**config.mk**
```make
export PLATFORM = sky130hd
export DESIGN_NAME = perm128_unit
export DESIGN_NICKNAME = d
export VERILOG_FILES = /design/src/rtl/perm128_pkg.sv /design/src/rtl/perm_src_gate.sv /design/src/rtl/perm_interleave.sv /design/src/rtl/perm_shuffle_core.sv /design/src/rtl/perm_out_reg.sv /design/src/rtl/perm128_unit.sv
export SDC_FILE = /design/constraint.sdc
export NUM_CORES = 1
export LEC_CHECK = 0
export ABC_AREA = 1
export BUFFER_PORTS_ARGS = -buffer_cell sky130_fd_sc_hd__clkbuf_2
export CAP_MARGIN = 20
export CORE_MARGIN = 5
export CORE_UTILIZATION = 33
export CTS_CLUSTER_SIZE = 12
export DETAILED_ROUTE_END_ITERATION = 7
export PLACE_DENSITY_LB_ADDON = 0.05
export SLEW_MARGIN = 20
export SYNTH_ARGS = -nofsm -noshare
export SYNTH_HDL_FRONTEND = slang
export SYNTH_SLANG_ARGS = --single-unit
```
**constraint.sdc**
```tcl
create_clock -name clk -period 4 [get_ports clk]
set_input_delay 0.8 -clock clk [delete_from_list [all_inputs] [get_ports clk]]
set_output_delay 0.8 -clock clk [all_outputs]
set_load 0.005 [all_outputs]
```
**src/rtl/perm128_pkg.sv**
```systemverilog
// Package: shared operation codes for the lane permutation unit.
// Assumes a 4-bit operation field; codes above OP_ROT3W are undefined.
package perm128_pkg;

    localparam int OP_W = 4;

    typedef enum logic [OP_W-1:0] {
        OP_PACKW  = 4'd0,
        OP_ILV_LB = 4'd1,
        OP_ILV_LH = 4'd2,
        OP_ILV_LW = 4'd3,
        OP_ILV_UW = 4'd4,
        OP_REPH   = 4'd5,
        OP_CPY_LD = 4'd6,
        OP_CPY_UD = 4'd7,
        OP_ROT3W  = 4'd8
    } perm_op_e;

    // True for the codes the unit implements.
    function automatic logic op_is_defined(input logic [OP_W-1:0] code);
        return code <= OP_ROT3W;
    endfunction

endpackage

```
**src/rtl/perm_src_gate.sv**
```systemverilog
// Module: perm_src_gate
// Forces an operand to zero when its register index selects the zero register.
// Assumes index 0 is the hard-wired zero register.
module perm_src_gate #(
    parameter int DATA_W = 128,
    parameter int IDX_W  = 5
) (
    input  logic [IDX_W-1:0]  idx,
    input  logic [DATA_W-1:0] din,
    output logic [DATA_W-1:0] dout
);

    // Zero the operand for index 0, pass it through otherwise.
    always_comb begin
        dout = (idx == '0) ? '0 : din;
    end

endmodule

```
**src/rtl/perm_interleave.sv**
```systemverilog
// Module: perm_interleave
// Interleaves two HALF_W-bit slices element by element, with the T element in
// the even slot and the S element in the odd slot.
// Assumes ELEM_W divides HALF_W.
module perm_interleave #(
    parameter int HALF_W = 64,
    parameter int ELEM_W = 8
) (
    input  logic [HALF_W-1:0]   half_s,
    input  logic [HALF_W-1:0]   half_t,
    output logic [2*HALF_W-1:0] mixed
);

    localparam int N_ELEM = HALF_W / ELEM_W;

    for (genvar i = 0; i < N_ELEM; i++) begin : g_elem
        // Place T element i at slot 2i and S element i at slot 2i+1.
        always_comb begin
            mixed[(2*i)*ELEM_W   +: ELEM_W] = half_t[i*ELEM_W +: ELEM_W];
            mixed[(2*i+1)*ELEM_W +: ELEM_W] = half_s[i*ELEM_W +: ELEM_W];
        end
    end

endmodule

```
**src/rtl/perm_shuffle_core.sv**
```systemverilog
// Module: perm_shuffle_core
// Combinational selector that builds every permutation and picks one by
// operation code. Undefined codes yield zero.
// Assumes DATA_W is a multiple of 64.
module perm_shuffle_core
    import perm128_pkg::*;
#(
    parameter int DATA_W = 128
) (
    input  logic [OP_W-1:0]   op,
    input  logic [DATA_W-1:0] src_s,
    input  logic [DATA_W-1:0] src_t,
    output logic [DATA_W-1:0] result
);

    localparam int HALF_W = DATA_W / 2;
    localparam int WORD_W = DATA_W / 4;
    localparam int HW_W   = DATA_W / 8;
    localparam int N_ILV  = 3;

    logic [N_ILV-1:0][DATA_W-1:0] ilv_lo;
    logic [DATA_W-1:0]            ilv_hi_w;

    // Lower-half interleaves at element widths HW_W/2, HW_W and WORD_W.
    for (genvar g = 0; g < N_ILV; g++) begin : g_ilv_lo
        perm_interleave #(
            .HALF_W (HALF_W),
            .ELEM_W ((HW_W / 2) << g)
        ) u_ilv (
            .half_s (src_s[HALF_W-1:0]),
            .half_t (src_t[HALF_W-1:0]),
            .mixed  (ilv_lo[g])
        );
    end

    perm_interleave #(
        .HALF_W (HALF_W),
        .ELEM_W (WORD_W)
    ) u_ilv_hi (
        .half_s (src_s[DATA_W-1:HALF_W]),
        .half_t (src_t[DATA_W-1:HALF_W]),
        .mixed  (ilv_hi_w)
    );

    // Select the permutation requested by the operation code.
    always_comb begin
        result = '0;
        case (op)
            OP_PACKW:  result = {src_s[2*WORD_W +: WORD_W], src_s[0 +: WORD_W],
                                 src_t[2*WORD_W +: WORD_W], src_t[0 +: WORD_W]};
            OP_ILV_LB: result = ilv_lo[0];
            OP_ILV_LH: result = ilv_lo[1];
            OP_ILV_LW: result = ilv_lo[2];
            OP_ILV_UW: result = ilv_hi_w;
            OP_REPH:   result = {{4{src_t[4*HW_W +: HW_W]}}, {4{src_t[0 +: HW_W]}}};
            OP_CPY_LD: result = {src_s[HALF_W-1:0], src_t[HALF_W-1:0]};
            OP_CPY_UD: result = {src_t[DATA_W-1:HALF_W], src_s[DATA_W-1:HALF_W]};
            OP_ROT3W:  result = {src_t[3*WORD_W +: WORD_W], src_t[0 +: WORD_W],
                                 src_t[2*WORD_W +: WORD_W], src_t[1*WORD_W +: WORD_W]};
            default:   result = '0;
        endcase
    end

endmodule

```
**src/rtl/perm_out_reg.sv**
```systemverilog
// Module: perm_out_reg
// Result register: captures data and destination on a valid request and
// raises the write enable only for a real destination.
// Assumes a synchronous active-low reset.
module perm_out_reg #(
    parameter int DATA_W = 128,
    parameter int IDX_W  = 5
) (
    input  logic              clk,
    input  logic              rst_n,
    input  logic              cap_en,
    input  logic              cap_wr,
    input  logic [IDX_W-1:0]  cap_dst,
    input  logic [DATA_W-1:0] cap_data,
    output logic              q_valid,
    output logic              q_wr_en,
    output logic [IDX_W-1:0]  q_dst,
    output logic [DATA_W-1:0] q_data
);

    // Valid and write-enable flags follow each request by one cycle.
    always_ff @(posedge clk) begin
        if (!rst_n) begin
            q_valid <= 1'b0;
            q_wr_en <= 1'b0;
        end else begin
            q_valid <= cap_en;
            q_wr_en <= cap_en & cap_wr;
        end
    end

    // Payload is captured on a request and held otherwise.
    always_ff @(posedge clk) begin
        if (!rst_n) begin
            q_dst  <= '0;
            q_data <= '0;
        end else if (cap_en) begin
            q_dst  <= cap_dst;
            q_data <= cap_data;
        end
    end

endmodule

```
**src/rtl/perm128_unit.sv**
```systemverilog
// Module: perm128_unit (top)
// 128-bit lane permutation unit with a registered result.
// Assumes the index 0 register reads as zero and discards writes.
module perm128_unit
    import perm128_pkg::*;
#(
    parameter int DATA_W = 128,
    parameter int IDX_W  = 5
) (
    input  logic              clk,
    input  logic              rst_n,
    input  logic              in_valid,
    input  logic [OP_W-1:0]   op_sel,
    input  logic [IDX_W-1:0]  src_s_idx,
    input  logic [IDX_W-1:0]  src_t_idx,
    input  logic [IDX_W-1:0]  dst_idx,
    input  logic [DATA_W-1:0] opnd_s,
    input  logic [DATA_W-1:0] opnd_t,
    output logic              out_valid,
    output logic              out_wr_en,
    output logic [IDX_W-1:0]  out_dst,
    output logic [DATA_W-1:0] out_data
);

    logic [DATA_W-1:0] gated_s;
    logic [DATA_W-1:0] gated_t;
    logic [DATA_W-1:0] perm_res;
    logic              do_write;

    perm_src_gate #(.DATA_W(DATA_W), .IDX_W(IDX_W)) u_gate_s (
        .idx (src_s_idx), .din (opnd_s), .dout (gated_s)
    );

    perm_src_gate #(.DATA_W(DATA_W), .IDX_W(IDX_W)) u_gate_t (
        .idx (src_t_idx), .din (opnd_t), .dout (gated_t)
    );

    perm_shuffle_core #(.DATA_W(DATA_W)) u_core (
        .op     (op_sel),
        .src_s  (gated_s),
        .src_t  (gated_t),
        .result (perm_res)
    );

    // Write only to a real destination with a defined operation.
    always_comb begin
        do_write = (dst_idx != '0) && op_is_defined(op_sel);
    end

    perm_out_reg #(.DATA_W(DATA_W), .IDX_W(IDX_W)) u_out (
        .clk      (clk),
        .rst_n    (rst_n),
        .cap_en   (in_valid),
        .cap_wr   (do_write),
        .cap_dst  (dst_idx),
        .cap_data (perm_res),
        .q_valid  (out_valid),
        .q_wr_en  (out_wr_en),
        .q_dst    (out_dst),
        .q_data   (out_data)
    );

endmodule

```
Yosys cells after proc, flatten, opt, wreduce, memory -nomap -nowiden
Cells that the tools add are included.
{ "word_totals": {"ff_bits": 135, "in_bits": 278, "wordCells": 22} }
{ "op_classes": {"order_cmp": 1, "n_eq_ne": 8, "n_mux": 3, "n_bitwise": 1, "n_reduce_logical": 5} }
{ "ops": {"columns": ["op", "count"], "rows": [
  ["$pmux W128 S9", 1],
  ["$mux W128", 2],
  ["$eq A4 B3 Y1 const B", 4],
  ["$logic_not A5 Y1", 2],
  ["$eq A4 B2 Y1 const B", 2],
  ["$reduce_bool A5 Y1", 1],
  ["$eq A4 B1 Y1 const B", 1],
  ["$eq A4 B4 Y1 const B", 1],
  ["$le A4 B4 Y1 const B", 1],
  ["$logic_not A4 Y1", 1],
  ["$and A1 B1 Y1", 1],
  ["$logic_and A1 B1 Y1", 1]
]} }

Depth between registers and ports, before layout
Gate-level depths: netlist of run 1.
{ "depth": {"word_depth": 3, "ltp_mapped": 12} }

By module
From an unflattened synthesis of run 1, not the netlist that was laid out.
{ "hier_totals": {"hier_cells": 3857, "area_unflattened_um2": 20206.9} }
{ "by_module_without_submodules": {"columns": ["module", "n_inst", "cells_per_inst", "area_each_um2"], "rows": [
  ["perm_shuffle_core", 1, 1938, 8490.6],
  ["perm_out_reg", 1, 849, 5571.6],
  ["perm_interleave", 4, 128, 960.9],
  ["perm_src_gate", 2, 274, 1131.1],
  ["perm128_unit", 1, 10, 38.8]
]} }

Worst setup path after synthesis of run 1
Ideal clock, no wire load.
{ "synth_timing": {"path_kind": "input -> register", "startpoint": "input src_t_idx[4]", "endpoint": "register u_out.q_data[73]", "setup_ns": 0.070, "arrival_ns": 1.928, "slack_ns": 2.001, "stages": 11, "n_path_buf": 3, "cell_sequence": "nor2_1 -> nand3_1 -> buf_2 -> buf_2 -> clkbuf_1 -> nand3_1 -> nand2_1 -> inv_1 -> nand3b_1 -> nand2_1 -> a21oi_1"} }
{ "synth_via": {"elab_chain_cells": 3} }
{ "synth_rtl": {"columns": ["item", "line", "source"], "rows": [
  ["start: declaration", "perm128_unit.sv:15", "input logic [IDX_W-1:0] src_t_idx,"],
  ["$logic_not A5 Y1", "perm_src_gate.sv:15", "dout = (idx == '0) ? '0 : din;"],
  ["$mux W128", "perm_src_gate.sv:15", null],
  ["$pmux W128 S9", "perm_shuffle_core.sv:48", "case (op)"],
  ["end signal: assignment", "perm_out_reg.sv:39", "q_data <= cap_data;"],
  ["end: declaration", "perm_out_reg.sv:18", "output logic [DATA_W-1:0] q_data"]
]} }
No other way between the ends.
A chain may end at the register's enable or synchronous reset.

Worst setup path after layout of run 1
{ "layout_timing": {"startpoint": "input src_t_idx[4]", "endpoint": "register u_out.q_data[25]"} }
Same word-level chain as after synthesis.

==> results.ini, run 1 <==
[sta]
finalWorstSetupSlack_ps=1210
final-max-slew-violation-count=0
skew_ps=0
worst_pin_slew_ps=1000
relSlewSlack=0.329
grt_setup_unrepaired=no
setup_violations=0
fmax_ghz=0.359
hold_viol=0
fin_crit_sh=0.697
min_period_ps=2790
setup_tns_ps=0

[cts]
clock_latency_ps=450
clockRootBuffer=clkbuf_16
cts_buffer_depth=2
post_cts_resize_count=0
cts_buffers=17
cts_tree=yes
path_clk_slew_ps=70
cts_setup_buffers=0
hold_buffers=0
htree_num_levels=4
cts_num_sinks=135

[routing]
drcViolationCount=0
dr.pass1.iters=8
avgViaCountPerCell=5.91
antenna_left=0
dr_total_vias=17201
first_iter_violations=2544
drt-total-wl_um=82800
wire_per_inst_um=28.4

[placed_design]
portBuffers=412
dpl_worst_slack_ps=889
gp_congestion=1.05
place_hpwl_um=63300

[synth]
yosys-top-cells-count=619 x nand2_1, 476 x nand3_1, 274 x nor2_1
synth_area_um2=11400
ys_ff_latch=135
synth-seq-area-share=0.238
synth.avg_cell_area_um2=5.35
synthDistinctLibCells=23
synth.area.top_cells=dfxtp_1 24%, nand3_1 21%, nand2_1 20%, nor2_1 9.0%, o21ai_0 8.2%
synth_edf_count=0
synth.most_common_cell=nand2_1
syn_nets=2402
netlist_instances=2124
ys.flop_type=dfxtp_1
ys_warn_count=0
synthArstFlopShare=0
yosysTopAreaCell=dfxtp_1
netlist.area_leader.share=0.238

[global_route]
grt_max_degree=148
antenna_found_initial=3
track_usage=0.417
overflow=0
grt_pass1_vias=16113
grt_pass1_wl_um=117000

[die]
die_x_um=196
rows=68
num_io_pins=413
dieArea_um2=38300
initial_core_util=0.332
core_um2=34300
die_y_um=196

[power_and_ir_drop]
p_leak_nw=7.35
ir_drop_mv=0.314
p_total_mw=4.38
pwr_density_cell_nw_per_um2=304

[min_path]
hold-path-endpoint=u_out.q_data[4]
min_path_type=reg2reg
min_path_cells=2
min_from=u_out.q_data[4]

[flow_run]
drv_cap=0

[setup_path]
worst_path_max_delay_cell=buf_4
endpoint_kind=flip-flop
critical_path_buf_inv_count=2
cp_cell_sequence=clkbuf_2 > nor2_1 > nand3_4 > buf_4 > nand2_1 > o21ai_0 > nor2_1 > nand2_1 > nand2_1 > a21oi_1
crit_path_frequent_cell=nand2_1
critPathLaunch=src_t_idx[4]
cp_top_family=simple AND/OR/NAND/NOR gates
required_ps=4400
rr_worst_depth=2
crit_type=in2reg
crit_arrival_ps=3190
reg2reg_to=u_out.q_data[83]
crit_fanout=45
rrSetupSlack_ps=3140
timing.rr.start=u_out.q_data[83]
crit_path_start_kind=input port
critPathMaxStageDelay_ps=570

[final_layout]
n_fill_cell=4068
antennaDiodeCount=0
final-seq-area_um2=2700
drive_above_1_share=0.209
area_growth_syn_to_layout_pct=26.9
multi_input_area_um2=7690
final_nets=2721

[outcome]
status=completed

worst min-delay path: stages, from the launching register on:
cell and delay [ps]:
dfxtp_1 310, nand2_1 60, a21oi_1 50
state kept, by name (all words and copies together), names as in the netlist:
signal,flops
u_out.q_dst,5
u_out.q_data,128
u_out.q_wr_en,1
u_out.q_valid,1
worst max-delay path by stage:
| stage | to | cells after the start |
|---|---|---|
| after floorplan | u_out.q_data[73] | 11 |
| final | u_out.q_data[25] | 10 |
| after CTS | u_out.q_data[25] | 10 |
| after detailed placement | u_out.q_data[25] | 10 |
| after global routing | u_out.q_data[25] | 10 |
| after global placement | u_out.q_data[25] | 10 |
layer usage:
layer | global-route usage | vias up | share of wire
met5 | 0 | - | 0.00016
met4 | 0.227 | 2 | 0.066
met3 | 0.111 | 238 | 0.12
met2 | 0.585 | 1274 | 0.40
met1 | 0.576 | 8049 | 0.41
li1 | - | 7638 | -
metrics by stage:
stage	util	std cells	hold slack [ps]	cell area, um^2
floorplan	-	2124	462	11400
detailed placement	0.403	2879	456	13800
global placement	0.403	2879	452	13800
finish	0.421	2911	464	14400
CTS	0.421	2911	466	14400
global route	0.421	2911	478	14400
logic make-up (layout without fill, tap and decap cells):
logic type / count (synthesis) / in the layout / synth area share
and+or+nand+nor: 1394 / 1394 / 0.519
buffers and inverters: 251 / 583 / 0.0898
DFF: 135 / 135 / 0.238
AOI/OAI and AO/OA: 344 / 344 / 0.153
report_power, final:
group | leakage (nW) | switching, mW | internal, mW
clock | 0.282 | 0.755 | 0.961
combinational | 5.96 | 0.833 | 0.358
sequential | 1.10 | 0.0570 | 1.42
final cells by class:
class                      count  area share
multi-input combinational   1738       0.533
sequential                   135       0.187
timing repair buffer         465       0.176
tap                          455      0.0395
clock buffer                  20      0.0317
inverter                      86      0.0229
clock inverter                12     0.00980
cell usage in the layout (no fill, tap or decap), types with 3 or more instances in the layout:
cell type | synthesis | routed
o21ai_0 | 187 | 187
nand3_1 | 476 | 474
nand2_1 | 619 | 619
a21oi_1 | 133 | 133
clkbuf_2 | 0 | 411
o21ai_1 | 15 | 15
nor2_1 | 274 | 272
dfxtp_1 | 135 | 135
nor2_2 | 5 | 5
o21a_1 | 8 | 8
inv_1 | 81 | 80
clkinvlp_4 | 0 | 4
and2_0 | 7 | 7
clkbuf_16 | 0 | 17
inv_6 | 0 | 4
buf_4 | 6 | 48
nand3b_1 | 7 | 7
buf_12 | 0 | 6
inv_2 | 3 | 3
Power figures use the tool's default switching activity.
==> run 2: changes to the inputs <==
clock period = 2.8 ns   (was 4 ns; I/O delays follow)
==> run 2 against run 1 <==
Final cell count is 2.6% higher. Clock power is 37% higher. Via count is 0.15% lower. Global-route usage is 1.3 points lower. Hold slack worse by 100 ps. Flip-flop and latch count stayed put. Core utilization is 2.1 points higher. Wire length is 3.0% lower. Sequential power is 42% higher. Largest power group unchanged. Combinational power is 47% higher.
==> results.ini, run 2 (synthesized netlist as in run 1, its figures left out) <==
[routing]
dr.pass1.iters=6
wire_per_inst_um=26.9
dr_total_vias=17175
avgViaCountPerCell=5.75
drcViolationCount=0
first_iter_violations=2450
antenna_left=0
drt-total-wl_um=80300

[global_route]
track_usage=0.403
grt_max_degree=84
grt_pass1_wl_um=114000
antenna_found_initial=5
overflow=0
grt_pass1_vias=16294

[placed_design]
portBuffers=412
place_hpwl_um=64400
dpl_worst_slack_ps=303
gp_congestion=1.05
placed_area_um2=14600

[power_and_ir_drop]
p_leak_nw=7.77
ir_drop_mv=0.449
power.share.sequential=0.338
p_int_mw=3.96
pwr-share-clk=0.380
pwr_density_cell_nw_per_um2=410
power_switching_mw=2.25
p_total_mw=6.21
power_frac_comb=0.282
switching_share=0.362

[setup_path]
crit_path_end=u_out.q_data[24]
critical_path_buf_inv_count=4
crit_type=in2reg
required_ps=3100
cp.depth=10
crit_fanout=34
rrSetupSlack_ps=1990
critPathLaunch=src_s_idx[1]
reg2reg_to=u_out.q_data[71]
critPathMaxStageDelay_ps=300
crit_arrival_ps=2420
rr_worst_depth=2
timing.rr.start=u_out.q_data[71]
cp_cell_sequence=clkbuf_2 > nor2_1 > nand3_4 > buf_12 > buf_12 > nand3_1 > nand3_1 > o21ai_0 > buf_4 > a21oi_1
worst_path_max_delay_cell=nand3_4
endpoint_kind=flip-flop
cp_top_family=simple AND/OR/NAND/NOR gates
crit_path_start_kind=input port

[die]
num_io_pins=413
rows=68
dieArea_um2=38300
initial_core_util=0.332
core_um2=34300
die_x_um=196
die_y_um=196

[cts]
post_cts_resize_count=0
clock_latency_ps=440
htree_num_levels=4
path_clk_slew_ps=60
cts_num_sinks=135
clockRootBuffer=clkbuf_16
cts_setup_buffers=0
cts_tree=yes
cts_buffers=17
cts_buffer_depth=2
hold_buffers=0

[outcome]
status=completed

[final_layout]
multi_input_area_um2=7690
mostFrequentLayoutCell=nand2_1
n_fill_cell=3942
final_nets=2796
largest_reg_flops=128
final_core_util=0.442
final-seq-area_um2=2700
area_growth_syn_to_layout_pct=33.3
largestRegisters=u_out.q_data x128, u_out.q_dst x5
final_cell_mix=619 x nand2_1, 474 x nand3_1, 411 x clkbuf_2, 272 x nor2_1, 187 x o21ai_0
design_area_um2=15200
largest_register=u_out.q_data
drive_above_1_share=0.232

[sta]
final-max-slew-violation-count=0
fin_crit_sh=0.756
hold_viol=0
relSlewSlack=0.480
finalWorstSetupSlack_ps=683
fmax_ghz=0.472
min_period_ps=2120
skew_ps=0
grt_setup_unrepaired=no
setup_violations=0
setup_tns_ps=0
worst_pin_slew_ps=780

[min_path]
min_path_type=in2reg
min_path_cells=3

[flow_run]
drv_cap=0

-- run 2: cell types whose count changed in the layout (fill, tap and decap cells not counted), sizes merged --
| cell | previous run | this run |
|---|---|---|
| inv | 89 | 87 |
| buf | 54 | 129 |
| diode | 0 | 1 |
| clkinv | 3 | 5 |
| clkinvlp | 4 | 3 |
-- run 2: metal layers --
metal / vias up / part of all wire / track usage
met5: - / 0.00034 / 0
met3: 206 / 0.12 / 0.108
met2: 1201 / 0.41 / 0.583
li1: 7788 / - / -
met1: 7976 / 0.41 / 0.547
met4: 4 / 0.059 / 0.211
-- run 2: worst min-delay path by stage --
| stage | from | end | slack [ps] |
|---|---|---|---|
| floorplan | u_out.q_data[0] | u_out.q_data[0] | 460 |
| global placement | u_out.q_data[35] | u_out.q_data[35] | 450 |
| detailed placement | u_out.q_data[104] | u_out.q_data[104] | 460 |
| CTS | dst_idx[0] | u_out.q_dst[0] | 350 |
| global route | dst_idx[3] | u_out.q_dst[3] | 360 |
| finish | dst_idx[0] | u_out.q_dst[0] | 360 |
-- run 2: power groups by stage --
stage	Clock (mW)	Sequential [mW]	Combinational, mW
2_1_floorplan	0	2.13	0.702
3_3_place_gp	0	2.14	1.70
3_5_place_dp	0	2.14	1.69
4_1_cts	2.40	2.10	1.70
5_1_grt	2.47	2.11	1.85
6_report	2.36	2.10	1.75
-- run 2: final cells by class --
class | instances | area share
multi-input combinational | 1738 | 0.507
timing repair buffer | 540 | 0.217
sequential | 135 | 0.178
tap | 455 | 0.0376
clock buffer | 20 | 0.0301
inverter | 86 | 0.0216
clock inverter | 11 | 0.00817
antenna | 1 | 0.000165
-- run 2: metrics by stage --
step,std cells,hold WS (ps)
floorplan,2124,462
global placement,2954,452
detailed placement,2954,458
CTS,2985,345
global route,2985,361
finish,2986,365
-- run 2: worst min-delay path, cell delays in order --
cell	delay (ps)
clkbuf_2	90
nor2_1	40
nor2_1	80
